File: src/rtl/gate_trigger_router.sv
module gate_trigger_router #(
  parameter int SYNC_LEN = 2,
  parameter logic [4:0] GRP_N  = 5'b01001,
  parameter logic [4:0] GRP_N1 = 5'b10010,
  parameter logic [4:0] GRP_N2 = 5'b10100
) (
  input  logic       clk,
  input  logic       rst_n,
  input  logic       bunch_in,
  input  logic [3:0] stage_i,
  input  logic       s1_set_start,
  input  logic       s1_set_end,
  input  logic       s1_rst_start,
  input  logic       s1_rst_end,
  input  logic       s2_set_start,
  input  logic       s2_set_end,
  input  logic       s2_rst_start,
  input  logic       s2_rst_end,
  output logic [4:0] cell_set,
  output logic [4:0] cell_rst
);
  localparam int NCH = 4;
  localparam logic [3:0] ST1 = 4'b0001;
  localparam logic [3:0] ST2 = 4'b0010;
  localparam logic [3:0] ST3 = 4'b0100;
  localparam logic [3:0] ST4 = 4'b1000;

  logic stage_ok;
  assign stage_ok = (stage_i != 4'b0) && ((stage_i & (stage_i - 4'd1)) == 4'b0);

  // channel order: s1 set, s1 rst, s2 set, s2 rst
  logic [NCH-1:0] start_v, end_v, lvl;
  assign start_v = {s2_rst_start, s2_set_start, s1_rst_start, s1_set_start};
  assign end_v   = {s2_rst_end,   s2_set_end,   s1_rst_end,   s1_set_end};

  for (genvar c = 0; c < NCH; c++) begin : g_stretch
    always_ff @(posedge clk) begin
      if (!rst_n || !stage_ok) lvl[c] <= 1'b0;
      else if (end_v[c])       lvl[c] <= 1'b0;
      else if (start_v[c])     lvl[c] <= 1'b1;
    end
  end

  logic [SYNC_LEN-1:0] bsync;
  logic                bprev;
  logic                brise;
  always_ff @(posedge clk) begin
    if (!rst_n) begin
      bsync <= '0;
      bprev <= 1'b0;
    end else begin
      bsync <= {bsync[SYNC_LEN-2:0], bunch_in};
      bprev <= bsync[SYNC_LEN-1];
    end
  end
  assign brise = bsync[SYNC_LEN-1] & ~bprev;

  logic [3:0] stage_prev;
  logic [1:0] turn;
  logic       entry;
  assign entry = stage_i != stage_prev;

  always_ff @(posedge clk) begin
    if (!rst_n) begin
      stage_prev <= 4'b0;
      turn       <= 2'd0;
    end else begin
      stage_prev <= stage_i;
      if (entry || !stage_ok) turn <= 2'd0;
      else if (brise) begin
        case (stage_i)
          ST3:     turn <= {1'b0, ~turn[0]};
          ST4:     turn <= (turn == 2'd2) ? 2'd0 : turn + 2'd1;
          default: turn <= 2'd0;
        endcase
      end
    end
  end

  logic [1:0] sel;
  logic [4:0] grp;
  assign sel = entry ? 2'd0 : turn;
  assign grp = (sel == 2'd0) ? GRP_N : (sel == 2'd1) ? GRP_N1 : GRP_N2;

  logic [4:0] nset, nrst;
  always_comb begin
    case (stage_i)
      ST1: begin
        nset = {3'b0, lvl[2], lvl[0]};
        nrst = {3'b0, lvl[3], lvl[1]};
      end
      ST2: begin
        nset = {2'b0, {3{lvl[0]}}};
        nrst = {2'b0, {3{lvl[1]}}};
      end
      ST3, ST4: begin
        nset = grp & {5{lvl[0]}};
        nrst = grp & {5{lvl[1]}};
      end
      default: begin
        nset = 5'b0;
        nrst = 5'b0;
      end
    endcase
  end

  always_ff @(posedge clk) begin
    if (!rst_n) begin
      cell_set <= 5'b0;
      cell_rst <= 5'b0;
    end else begin
      cell_set <= nset;
      cell_rst <= nrst;
    end
  end
endmodule

File: config.mk
export PLATFORM = sky130hd
export DESIGN_NAME = gate_trigger_router
export DESIGN_NICKNAME = d
export VERILOG_FILES = /design/src/rtl/gate_trigger_router.sv
export SDC_FILE = /design/constraint.sdc
export NUM_CORES = 1
export LEC_CHECK = 0
export BUFFER_PORTS_ARGS = -buffer_cell sky130_fd_sc_hd__buf_2
export CAP_MARGIN = 20
export CORE_ASPECT_RATIO = 1.25
export CORE_MARGIN = 2
export CORE_UTILIZATION = 45
export DETAILED_ROUTE_END_ITERATION = 16
export PLACE_DENSITY = 0.67
export SLEW_MARGIN = 30
export SYNTH_ARGS = -nofsm -noshare
export SYNTH_HDL_FRONTEND = slang
export SYNTH_SLANG_ARGS = --single-unit
File: constraint.sdc
create_clock -name clk -period 1.7 [get_ports clk]
set_input_delay 0.17 -clock clk [delete_from_list [all_inputs] [get_ports clk]]
set_output_delay 0.17 -clock clk [all_outputs]
set_load 0.02 [all_outputs]
==> run metrics <==
routed length per instance=11.9 microns; crit path max fanout=6; Setup Skew=between 0.002 and 0.003 ns; RSZ-0062 raised after global routing=false; Setup WS pre-CTS=0.325 ns; Net Sw Frac=~25%; CTS tree=built; outcome=finished clean; Pwr Total=just over 0.9 mW; Peak VDD IR=between 500 and 600 uV; setup violators final=0; sequential-to-total area share from yosys stat=between 40% and 50%; Final period util=between 80% and 90%; WS Path Type=reg -> reg; setup tns final=0 ns; drt pass-1 iters=4; clock power share=a little over a quarter; Critical Path Slowest Stage Cell=nor4_4; crit path cell chain=xor2_4 -> nor4_4 -> and3b_1 -> nor3b_1; GR Layer Usage met3=under 10%; combinational power share=between 10 and 15%; ANT nets after route=0; Hold Path Class=in -> reg; GR Overflow Total=0; initial antenna violation count=0; Starting Density=between 40 and 50%; final WL=around 1700 microns; Vias/cell=5.32; P_leak=between 0.4 and 0.5 nW; max-slew violations=0; GPL Wtd Cong=just under 0.8; PortBufs=24; post-synthesis register bit count=23; Antenna Diode Count=0; Synth top area share=between 40 and 50%; drt initial violations=6; syn nets=~120; Yosys cell types=30; die area=2590 sq um; CTS H-tree depth=1; Switch Pwr=~0.22 mW; top-level port count=25; GR Util met2=between 20 and 30%; Startpoint Class=flop; min cycle time layout=between 1 and 1.5 ns; sequential fraction of design power=between 60% and 70%; Vias=roughly 780; gr usage total=between 10% and 20%; Area Overhead vs Synth=16.3%; Slew headroom=between 70% and 80%; Resized cells post-CTS=0; Inserted Clock Buffers=3; Syn Std Cell Area=987 sq um; internal power=0.683 mW; chip height=56.4 microns; max-cap violations=0; GRT busiest layer=met2; final hold violations=0; global-route wire length before repair=roughly 3000 microns; Clock Tree Buf Depth=2; Fmax achieved=just over 0.7 GHz; vias in the first global route=between 700 and 800; Clock Latency Late Sink=approximately 0.3 ns; Clock transition at path regs=between 0.1 and 0.15 ns; Synthesis Warnings=0; CTS Sinks=23; Mapped Avg Cell Area=between 9 and 10 sq um; DP HPWL=around 1300 microns; Tightest Pin Transition=around 0.41 ns; met1 Use GR=17.8%; largest cells by area after synthesis=dfxtp_1, nor2_1, and2_1, xor2_2, xor2_4; Synth Instances=100; # nets final=about 140; largest net degree at the start of global routing=14; critical path endpoint category=flop; core box area=approximately 2000 sq um; final worst slack=0.295 ns; Die Width=approximately 46 microns; drt drc=0; root buffer cell=clkbuf_4; Largest stage delay, worst path=around 0.41 ns; layout cells sized above 1=29.4%; crit path DAT=between 1.5 and 2 ns; post-synth top area cell=dfxtp_1; data required time at the worst endpoint=1.90 ns; row count=18; P per Cell Area=788 nW/um^2
-- flip-flops by register name, summed over array words and instances, names as in the netlist --
name,count
stage_prev,4
lvl,4
bprev,1
bsync,2
cell_rst,5
turn,2
cell_set,5
-- worst max-delay path, delay by kind of cell, from the launching register on --
kind / cells / cell delay, ns
xor+xnor: 1 / 0.20
flops: 1 / 0.38
simple gates: 3 / 0.72
-- per-layer routing --
| layer | up-vias | wire [microns] | part of all wire [%] |
|---|---|---|---|
| met3 | 4 | 80 | 4.6 |
| li1 | 391 | - | - |
| met2 | 22 | 889 | 51 |
| met5 | - | 0 | 0 |
| met4 | 0 | 29 | 1.7 |
| met1 | 359 | 740 | 43 |
-- through the flow --
| stage | cells | hold slack, ns | cell area [sq um] | util (%) |
|---|---|---|---|---|
| global route | 146 | 0.00724 | 1150 | 56.7 |
| detailed placement | 139 | 0.338 | 1090 | 53.8 |
| global placement | 139 | 0.335 | 1090 | 53.8 |
| finish | 146 | 0.0139 | 1150 | 56.7 |
| floorplan | 100 | 0.249 | 987 | - |
| CTS | 143 | 0.00568 | 1120 | 55.2 |
-- final cells by class --
type	count	area, sq um
fill	192	878
tap	20	25.0
timing repair buffer	27	150
clock buffer	3	22.5
clock inverter	1	5.00
sequential	23	460
multi-input combinational	72	485
-- synth_stat cells --
master    number
nor2_1        15
xor2_2         2
a21bo_2        1
xor2_1         2
and2_1         6
nand2_2        1
buf_6          2
buf_4          2
a211o_1        1
nand2_1        7
o21ai_0        2
nor3_2         1
nand3_1        3
a32oi_1        1
nand2b_1       1
nand4_1        4
xnor2_1        1
xor2_4         1
dfxtp_1       23
nor3_1         5
nor4_4         1
nor2b_1        3
and3b_1        1
and2_2         1
nor4b_1        1
a21oi_1        5
a22o_1         2
clkbuf_1       1
nor4b_4        1
nor3b_1        3
-- timing repair --
item,CTS,global route
setup buffers,0,0
hold buffers,0,3
hold endpoints to repair,0,3
-- cell families (layout without fill, tap and decap cells) --
kind of cell | Yosys count | count (layout) | share of synthesized area, %
flip-flops | 23 | 23 | 46.6
AND/OR/NAND/NOR | 54 | 54 | 32.3
AO/OA/AOI/OAI | 12 | 12 | 8.11
XOR/XNOR | 6 | 6 | 8.75
buffers and inverters | 5 | 31 | 4.18
-- placed cells by master (no fill, tap or decap), drive strengths merged --
| master | Yosys | final |
|---|---|---|
| buf | 4 | 24 |
| dfxtp | 23 | 23 |
| nor2 | 15 | 15 |
| nand2 | 8 | 8 |
| and2 | 7 | 7 |
| nor3 | 6 | 6 |
| a21oi | 5 | 5 |
| xor2 | 5 | 5 |
| nand4 | 4 | 4 |
| nor2b | 3 | 3 |
| nor3b | 3 | 3 |
| nand3 | 3 | 3 |
| clkbuf | 1 | 3 |
| dlygate4sd3 | 0 | 3 |
| a22o | 2 | 2 |
| o21ai | 2 | 2 |
| nor4b | 2 | 2 |
| a211o | 1 | 1 |
| nand2b | 1 | 1 |
| a32oi | 1 | 1 |
| nor4 | 1 | 1 |
| xnor2 | 1 | 1 |
| a21bo | 1 | 1 |
| and3b | 1 | 1 |
| clkinv | 0 | 1 |
-- power by group through the flow --
stage / combinational [mW] / sequential, mW / clock, mW
final: 0.103 / 0.557 / 0.246
after global routing: 0.113 / 0.559 / 0.282
after CTS: 0.0986 / 0.557 / 0.254
after detailed placement: 0.0983 / 0.569 / 0
after global placement: 0.0958 / 0.569 / 0
after floorplan: 0.0790 / 0.568 / 0
-- worst paths after layout --
kind | from | end | slack [ns] | cells after the start
setup / recovery | stage_prev[3]$_SDFF_PN0_ | cell_set[0]$_SDFF_PN0_ | 0.29 | 4
hold reg to reg | bsync[0]$_SDFF_PN0_ | bsync[1]$_SDFF_PN0_ | 0.46 | 1
hold / removal | s1_set_end | lvl[0]$_SDFFE_PP0P_ | 0.01 | 2
setup reg to reg | stage_prev[3]$_SDFF_PN0_ | cell_set[0]$_SDFF_PN0_ | 0.29 | 4
No activity file was read; power rests on OpenSTA's default activity.
